**config.mk**
```make
export PLATFORM = sky130hd
export DESIGN_NAME = bytereg_pwm
export DESIGN_NICKNAME = d
export VERILOG_FILES = /design/src/rtl/bytereg_pwm_pkg.sv /design/src/rtl/bpw_staged_word.sv /design/src/rtl/bpw_autooff.sv /design/src/rtl/bpw_core.sv /design/src/rtl/bytereg_pwm.sv
export SDC_FILE = /design/constraint.sdc
export NUM_CORES = 1
export LEC_CHECK = 0
export ABC_AREA = 1
export BUFFER_PORTS_ARGS = -buffer_cell sky130_fd_sc_hd__buf_2
export CORE_MARGIN = 2
export CORE_UTILIZATION = 45
export CTS_BUF_LIST = sky130_fd_sc_hd__clkbuf_8
export CTS_CLUSTER_SIZE = 25
export DETAILED_ROUTE_END_ITERATION = 8
export GPL_TIMING_DRIVEN = 0
export PLACE_DENSITY = 0.62
export SLEW_MARGIN = 30
export SYNTH_ARGS = -nofsm -noshare
export SYNTH_HDL_FRONTEND = slang
export SYNTH_SLANG_ARGS = --single-unit
```
**constraint.sdc**
```tcl
create_clock -name clk -period 2.1 [get_ports clk]
set_input_delay 0.315 -clock clk [delete_from_list [all_inputs] [get_ports clk]]
set_output_delay 0.315 -clock clk [all_outputs]
set_load 0.02 [all_outputs]
```
**src/rtl/bytereg_pwm_pkg.sv**
```systemverilog
package bytereg_pwm_pkg;
   localparam logic [7:0] ADR_AUTO_HI = 8'hA1;
   localparam logic [7:0] ADR_AUTO_LO = 8'hA2;
   localparam logic [7:0] ADR_ENABLE  = 8'hA3;
   localparam logic [7:0] ADR_PER_LO  = 8'hA4;
   localparam logic [7:0] ADR_PER_HI  = 8'hA5;
   localparam logic [7:0] ADR_DUTY_LO = 8'hA6;
   localparam logic [7:0] ADR_DUTY_HI = 8'hA7;

   // slot numbering of the staged words
   localparam int SLOT_PER  = 0;
   localparam int SLOT_DUTY = 1;
   localparam int SLOT_AUTO = 2;
   localparam int NSLOT     = 3;

   function automatic logic [7:0] hi_addr(input int slot);
      case (slot)
         SLOT_PER:  return ADR_PER_HI;
         SLOT_DUTY: return ADR_DUTY_HI;
         default:   return ADR_AUTO_HI;
      endcase
   endfunction

   function automatic logic [7:0] lo_addr(input int slot);
      case (slot)
         SLOT_PER:  return ADR_PER_LO;
         SLOT_DUTY: return ADR_DUTY_LO;
         default:   return ADR_AUTO_LO;
      endcase
   endfunction
endpackage

```
**src/rtl/bpw_staged_word.sv**
```systemverilog
module bpw_staged_word #(
   parameter int                  BYTE_W  = 8,
   parameter logic [2*BYTE_W-1:0] RST_VAL = '0
) (
   input  logic                  clk,
   input  logic                  rst_n,
   input  logic                  hi_we,
   input  logic                  lo_we,
   input  logic [BYTE_W-1:0]     wdata,
   output logic [2*BYTE_W-1:0]   word_q,
   output logic [2*BYTE_W-1:0]   word_nx
);
   logic [BYTE_W-1:0] stage_q;

   assign word_nx = {stage_q, wdata};

   always_ff @(posedge clk or negedge rst_n) begin
      if (!rst_n) begin
         stage_q <= '0;
         word_q  <= RST_VAL;
      end else begin
         if (hi_we) stage_q <= wdata;
         if (lo_we) word_q  <= word_nx;
      end
   end
endmodule

```
**src/rtl/bpw_autooff.sv**
```systemverilog
module bpw_autooff #(
   parameter int VAL_W        = 16,
   parameter int TICKS_PER_MS = 8000
) (
   input  logic             clk,
   input  logic             rst_n,
   input  logic             tick_en,
   input  logic             en_q,
   input  logic             en_rise,
   input  logic [VAL_W-1:0] limit,
   input  logic             reload,
   input  logic [VAL_W-1:0] reload_val,
   output logic             expire
);
   localparam int MS_W = (TICKS_PER_MS > 1) ? $clog2(TICKS_PER_MS) : 1;
   localparam logic [MS_W-1:0] MS_LAST = MS_W'(TICKS_PER_MS - 1);

   logic [VAL_W-1:0] left_q;
   logic [MS_W-1:0]  ms_q;
   logic             armed;

   assign armed  = (limit != '1);
   assign expire = en_q && armed && (left_q == '0);

   always_ff @(posedge clk or negedge rst_n) begin
      if (!rst_n) begin
         left_q <= '1;
         ms_q   <= '0;
      end else if (reload) begin
         left_q <= reload_val;
         ms_q   <= '0;
      end else if (en_rise) begin
         left_q <= limit;
         ms_q   <= '0;
      end else if (en_q && armed && tick_en) begin
         if (ms_q == MS_LAST) begin
            ms_q <= '0;
            if (left_q != '0) left_q <= left_q - 1'b1;
         end else begin
            ms_q <= ms_q + 1'b1;
         end
      end
   end
endmodule

```
**src/rtl/bpw_core.sv**
```systemverilog
module bpw_core #(
   parameter int VAL_W = 16
) (
   input  logic             clk,
   input  logic             rst_n,
   input  logic             tick_en,
   input  logic             run,
   input  logic             dead,
   input  logic [VAL_W-1:0] per_set,
   input  logic [VAL_W-1:0] duty_set,
   output logic             pwm_out
);
   logic [VAL_W-1:0] cnt_q;
   logic [VAL_W-1:0] per_act;
   logic [VAL_W-1:0] duty_act;
   logic             wrap;

   assign wrap = (per_act == '0) || (cnt_q == per_act - 1'b1);

   always_ff @(posedge clk or negedge rst_n) begin
      if (!rst_n) begin
         cnt_q    <= '0;
         per_act  <= '0;
         duty_act <= '0;
      end else if (!run) begin
         cnt_q    <= '0;
         per_act  <= per_set;
         duty_act <= duty_set;
      end else if (tick_en) begin
         if (wrap) begin
            cnt_q    <= '0;
            per_act  <= per_set;
            duty_act <= duty_set;
         end else begin
            cnt_q <= cnt_q + 1'b1;
         end
      end
   end

   assign pwm_out = run && !dead && (per_act != '0) && (cnt_q < duty_act);
endmodule

```
**src/rtl/bytereg_pwm.sv**
```systemverilog
module bytereg_pwm
   import bytereg_pwm_pkg::*;
#(
   parameter int BYTE_W       = 8,
   parameter int TICKS_PER_MS = 8000
) (
   input  logic              clk,
   input  logic              rst_n,
   input  logic              tick_en,
   input  logic              wr_en,
   input  logic [7:0]        wr_addr,
   input  logic [BYTE_W-1:0] wr_data,
   output logic              pwm_out
);
   localparam int VAL_W = 2 * BYTE_W;

   if (BYTE_W < 2)       begin : g_bad_byte  $error("BYTE_W must be at least 2"); end
   if (TICKS_PER_MS < 1) begin : g_bad_ticks $error("TICKS_PER_MS must be positive"); end

   logic [VAL_W-1:0] word_q  [NSLOT];
   logic [VAL_W-1:0] word_nx [NSLOT];
   logic             lo_we   [NSLOT];

   for (genvar s = 0; s < NSLOT; s++) begin : g_word
      assign lo_we[s] = wr_en && (wr_addr == lo_addr(s));
      bpw_staged_word #(
         .BYTE_W  (BYTE_W),
         .RST_VAL ((s == SLOT_AUTO) ? {VAL_W{1'b1}} : {VAL_W{1'b0}})
      ) u_word (
         .clk     (clk),
         .rst_n   (rst_n),
         .hi_we   (wr_en && (wr_addr == hi_addr(s))),
         .lo_we   (lo_we[s]),
         .wdata   (wr_data),
         .word_q  (word_q[s]),
         .word_nx (word_nx[s])
      );
   end

   logic [VAL_W-1:0] per_q, duty_q, auto_q;
   logic             en_q, stuck_q, en_wr, en_rise, expire;

   assign per_q   = word_q[SLOT_PER];
   assign duty_q  = word_q[SLOT_DUTY];
   assign auto_q  = word_q[SLOT_AUTO];
   assign en_wr   = wr_en && (wr_addr == ADR_ENABLE);
   assign en_rise = en_wr && wr_data[0] && !en_q;

   always_ff @(posedge clk or negedge rst_n) begin
      if (!rst_n) begin
         en_q    <= 1'b0;
         stuck_q <= 1'b0;
      end else begin
         if (en_wr)       en_q <= wr_data[0];
         else if (expire) en_q <= 1'b0;

         if (en_wr && !wr_data[0])
            stuck_q <= 1'b0;
         else if (lo_we[SLOT_DUTY] && en_q && (word_nx[SLOT_DUTY] == '0))
            stuck_q <= 1'b1;
      end
   end

   bpw_autooff #(.VAL_W(VAL_W), .TICKS_PER_MS(TICKS_PER_MS)) u_auto (
      .clk        (clk),
      .rst_n      (rst_n),
      .tick_en    (tick_en),
      .en_q       (en_q),
      .en_rise    (en_rise),
      .limit      (auto_q),
      .reload     (lo_we[SLOT_AUTO]),
      .reload_val (word_nx[SLOT_AUTO]),
      .expire     (expire)
   );

   bpw_core #(.VAL_W(VAL_W)) u_core (
      .clk      (clk),
      .rst_n    (rst_n),
      .tick_en  (tick_en),
      .run      (en_q),
      .dead     (stuck_q),
      .per_set  (per_q),
      .duty_set (duty_q),
      .pwm_out  (pwm_out)
   );
endmodule

```
-- After elaboration in Yosys (flattened, before gate mapping)
Cells that the tools add are included.
- bits in registers: 151
- input port bits: 20
- output and inout bits: 1
- logic and storage cells: 86
- add/subtract/negate cells: 4
- magnitude comparators: 1
- eq/ne operators: 12
- mux-type cells: 22
- reductions and logical operators: 34
- operator list (cell ; count):
    $mux W16 ; 14
    $eq A8 B8 Y1 const B ; 7
    $mux W13 ; 4
    $logic_not A16 Y1 ; 3
    $reduce_bool A16 Y1 ; 2
    $sub A16 B1 Y16 const B ; 2
    $logic_and A1 B1 Y1 ; 18
    $add A16 B1 Y16 const B ; 1
    $eq A16 B16 Y1 ; 1
    $lt A16 B16 Y1 ; 1
    $ne A16 B16 Y1 const B ; 1
    $add A13 B1 Y13 const B ; 1
    $eq A13 B13 Y1 const B ; 1
    $reduce_bool A3 Y1 ; 3
    $mux W1 ; 4
    $reduce_bool A2 Y1 ; 2
    $logic_not A1 Y1 ; 3
    $reduce_and A3 Y1 ; 1
    $ne A2 B1 Y1 const B ; 1
    $ne A2 B2 Y1 const B ; 1
    $reduce_and A2 Y1 ; 1
    $logic_or A1 B1 Y1 ; 1

-- Longest topological paths before layout
- depth in word-level cells: 6
- depth in mapped cells: 17
- gate-level depth less buffers: 16

-- By module
Synthesis repeated with hierarchy kept, for this count alone.
- cell total of the unflattened synthesis: 1219
- area, all modules: 8972.4 µm²
- modules (own cells, without submodules) (module ; instances ; cells an instance ; area each (µm²) ; sequential area each (µm²)):
    bpw_core ; 1 ; 445 ; 3218.1 ; 1201.2
    bpw_autooff ; 1 ; 395 ; 2468.6 ; 745.7
    bpw_staged_word (g_word[0].u_word ...) ; 2 ; 110 ; 1003.5 ; 600.6
    bpw_staged_word (g_word[2].u_word) ; 1 ; 110 ; 1023.5 ; 620.6
    bytereg_pwm ; 1 ; 49 ; 255.2 ; 50.0

-- Worst setup path before layout
Ideal clock, no wire load.
- kind: reg-to-output
- start point: reg u_core.cnt_q[3]
- end point: out pwm_out
- arrival time: 1.672 ns
- required time: 1.785 ns
- setup slack: 0.113 ns
- stages on the path, launching flop included: 9
- buffers on the path: 0
- path through: dfrtp_1 > ha_1 > a21oi_1 > o21ai_0 > nand3_1 > a21oi_1 > o21ai_0 > nand2_1 > nor3_1
- cells in the longest elaborated chain, start to end: 2
- RTL lines (item ; line ; text):
    start: declaration ; bpw_core.sv:13 ; logic [VAL_W-1:0] cnt_q;
    start signal: assignment ; bpw_core.sv:35 ; cnt_q <= cnt_q + 1'b1;
    $lt A16 B16 Y1 ; bpw_core.sv:40 ; assign pwm_out = run && !dead && (per_act != '0) && (cnt_q < duty_act);
    $logic_and A1 B1 Y1 ; bpw_core.sv:40 ;
    end: declaration ; bytereg_pwm.sv:13 ; output logic pwm_out
No other way between the ends.

-- Final worst setup path
- start point: reg u_core.per_act[3]
- end point: out pwm_out
- cells in the longest elaborated chain, start to end: 3
- RTL lines (item ; line ; text):
    start: declaration ; bpw_core.sv:14 ; logic [VAL_W-1:0] per_act;
    start signal: assignment ; bpw_core.sv:27 ; per_act <= per_set;
    start signal: assignment ; bpw_core.sv:32 ; per_act <= per_set;
    $reduce_bool A16 Y1 ; bpw_core.sv:40 ;
    $logic_and A1 B1 Y1 (2 in a row) ; bpw_core.sv:40 ;
No other way between the ends.

==> impl_metrics.json <==
{
  "critical_path_class": "flop to output pin",
  "p_per_area_nw_per_um2": 597,
  "drtIter0Drc": 497,
  "clk_path_buf_depth": 2,
  "multiInputGateArea_um2": 4250,
  "synth_top_cell_by_area": "dfrtp_1",
  "use_met3_pct": 4.02,
  "synthTopCellsByArea": "dfrtp_1 (37%), nand2_1 (17%), dfstp_2 (10%)",
  "grt.busiest_layer": "met2",
  "crit_arrival_ns": 2.00,
  "finalPower_mw": 5.91,
  "r2r-end": "u_core.per_act[6]$_DFFE_PN0P_",
  "worst_slack_ns": -0.216,
  "grt_pass1_vias": 6819,
  "synth-async-reset-ratio_pct": 100,
  "cts_sinks": 151,
  "timing.rr.start": "u_core.per_act[0]$_DFFE_PN0P_",
  "die_h_um": 138,
  "post-dp-hpwl_mm": 14.5,
  "ys_seq_area_share_pct": 47.0,
  "synth_enable_flop_cells": 0,
  "leakagePower_nw": 5.00,
  "grt_max_degree": 81,
  "vias_per_cell": 5.15,
  "cts-root-buf": "clkbuf_8",
  "reg2reg_depth": 17,
  "worstHoldPathType": "primary input to flop",
  "cts_made_buffers": 17,
  "wl_per_cell_um": 15.3,
  "synth_flop_cell": "dfrtp_1",
  "violations": "setup timing",
  "whs_path_depth": 3,
  "synth-seq-cells": 151,
  "core_um2": 17800,
  "final-hold-violation-count": 0,
  "wirelength_mm": 20.9,
  "fillers": 1657,
  "synthCells": 1047,
  "start_util_pct": 45.6,
  "fin_cells": 1364,
  "cts_tree": "yes",
  "h-tree-depth": 4,
  "final_util_pct": 55.4,
  "outcome": "complete, but fails checks",
  "dr.pass1.iters": 5,
  "fp.dieW_um": 138,
  "grt_setup_unrepaired": "true",
  "path_clk_slew_ns": 0.08,
  "drc": 0,
  "final_layout_size_suffix_gt1_share_pct": 24.9,
  "drtAntennaViolNets": 0,
  "netlist_top_cells_count": "nand2_1 (362), dfrtp_1 (119), inv_1 (93), o21ai_0 (78), nand3_1 (75)",
  "grt_use_met1_pct": 29.1,
  "max-vdd-ir-drop_uv": 376,
  "grt_pass1_wl_mm": 34.6,
  "synth_area_um2": 8130,
  "fin_skew_ns": 0.0118,
  "syn_nets": 1087,
  "port-buffer-count": 20,
  "slew_headroom_pct": 56.0,
  "rrSetupSlack_ns": -0.21,
  "crit_required_ns": 1.78,
  "area_growth_pct": 21.6,
  "track_usage_pct": 22.3,
  "io_pins": 21,
  "die-area_um2": 19200,
  "synth.distinct_cells": 37,
  "setup_violations": 49,
  "clk_latency_ns": 0.46,
  "ys_warn_count": 0,
  "synth_most_common_cell": "nand2_1",
  "min_from": "wr_data[2]",
  "synth_area_per_cell_um2": 7.76,
  "critPathMaxFanout": 6,
  "timing.fmax_mhz": 432,
  "critPathCaptureType": "output pin",
  "place_inst": 1297,
  "final_nets": 1162,
  "holdPathEnd": "g_word[2].u_word.word_q[2]$_DFFE_PN1P_",
  "synth_top_area_share_pct": 36.6,
  "num_rows": 49,
  "start_kind": "flop",
  "grt-ovfl-total": 0,
  "gp_congestion": 0.907,
  "worst-slew-pin-transition_ns": 0.654,
  "antenna_cells": 0,
  "antenna_found_initial": 0,
  "vias": 7031,
  "finalCriticalPeriod_ns": 2.32,
  "max-cap-violations": 0,
  "timing.hold.ws_ns": 0.0956,
  "regArea_um2": 3830,
  "met2_usage_pct": 38.2,
  "finalCritPeriodShare_pct": 110,
  "slew_viol_final": 0
}
[flip-flops by register name, indices dropped and copies added, names as in the netlist]
register	count
u_auto.left_q	16
g_word.u_word.word_q	48
u_core.per_act	16
u_core.duty_act	16
stuck_q	1
u_core.cnt_q	16
u_auto.ms_q	13
en_q	1
g_word.u_word.stage_q	24
[timing repair]
| item | 4_1_cts | 5_1_grt |
|---|---|---|
| pin swaps | 21 | 29 |
| setup endpoints to repair | 60 | 75 |
| buffers inserted | 13 | 16 |
| resized for setup | 105 | 77 |
| gates cloned | 6 | 0 |
| hold endpoints to repair | 71 | 0 |
| hold buffers | 1 | 0 |
[cell usage in the layout, fill, tap and decap left out, types with 12 or more instances in the layout]
cell type / synthesis / routed
nand4_1: 20 / 20
nand3_1: 75 / 61
nand2_1: 362 / 317
buf_2: 8 / 21
dfstp_2: 32 / 32
xor2_1: 23 / 23
clkbuf_1: 17 / 12
dfrtp_1: 119 / 110
nor2_1: 70 / 60
buf_4: 4 / 25
nand2_4: 0 / 12
inv_1: 93 / 89
ha_1: 20 / 17
a21oi_1: 31 / 17
nand3_2: 2 / 12
nor3_1: 22 / 20
o21ai_0: 78 / 72
nand2_2: 7 / 39
clkbuf_8: 0 / 18
a21oi_2: 0 / 13
[cell families (layout without fill, tap and decap cells)]
family / Yosys count / in the layout / share of synthesized area, %
adder cells (fa/ha/maj): 20 / 20 / 3.08
buffers and inverters: 129 / 217 / 6.63
AO/OA/AOI/OAI: 118 / 118 / 7.46
multiplexers: 9 / 9 / 1.25
XOR/XNOR: 33 / 33 / 3.56
AND/OR/NAND/NOR: 587 / 587 / 31.0
flip-flops: 151 / 151 / 47.0
[area by class of cell]
type	instances	share of cell area, %
Clock inverter	14	1.39
Multi-Input combinational cell	767	43.0
Inverter	96	3.64
Buffer	32	2.43
Tap cell	229	2.90
Sequential cell	151	38.7
Timing Repair Buffer	57	5.37
Clock buffer	18	2.51
[worst max-delay path, cell delays in order, from the launching register on]
cell and delay [ns]:
dfrtp_1 0.48, nor2_1 0.26, nand2_1 0.16, nor4_2 0.39
nor3_2 0.09, buf_4 0.17
[layer usage]
layer / part of all wire, % / vias to the layer above
met5: 0 / -
met4: 1.7 / 0
met1: 45 / 3335
met3: 3.5 / 31
met2: 50 / 136
li1: - / 3529
[report_power, final]
| part | leakage [nW] | total (mW) | internal [mW] | switching (mW) |
|---|---|---|---|---|
| clock network | 0.193 | 2.24 | 1.00 | 1.24 |
| registers | 1.93 | 3.07 | 3.00 | 0.0742 |
| logic | 2.87 | 0.593 | 0.219 | 0.374 |
[through the flow]
| step | setup WS, ns | instance area (µm²) | setup TNS, ns |
|---|---|---|---|
| after floorplan | 0.113 | 8130 | 0 |
| after global placement | -1.57 | 8520 | -212.73 |
| after detailed placement | -0.178 | 8560 | -8.45 |
| after CTS | -0.288 | 9480 | -3.88 |
| after global routing | -0.333 | 9890 | -13.39 |
| final | -0.216 | 9890 | -8.10 |
[worst max path at each step]
stage | startpoint | endpoint | slack [ns]
after floorplan | u_core.cnt_q[3]$_DFFE_PN0P_ | pwm_out | 0.11
after global placement | rst_n | u_auto.ms_q[5]$_DFFE_PN0P_ | -1.57
after detailed placement | u_core.per_act[0]$_DFFE_PN0P_ | u_core.cnt_q[1]$_DFFE_PN0P_ | -0.18
after CTS | u_core.cnt_q[1]$_DFFE_PN0P_ | pwm_out | -0.29
after global routing | u_core.per_act[0]$_DFFE_PN0P_ | u_core.per_act[6]$_DFFE_PN0P_ | -0.33
final | u_core.per_act[3]$_DFFE_PN0P_ | pwm_out | -0.22
Power figures use the tool's default switching activity.
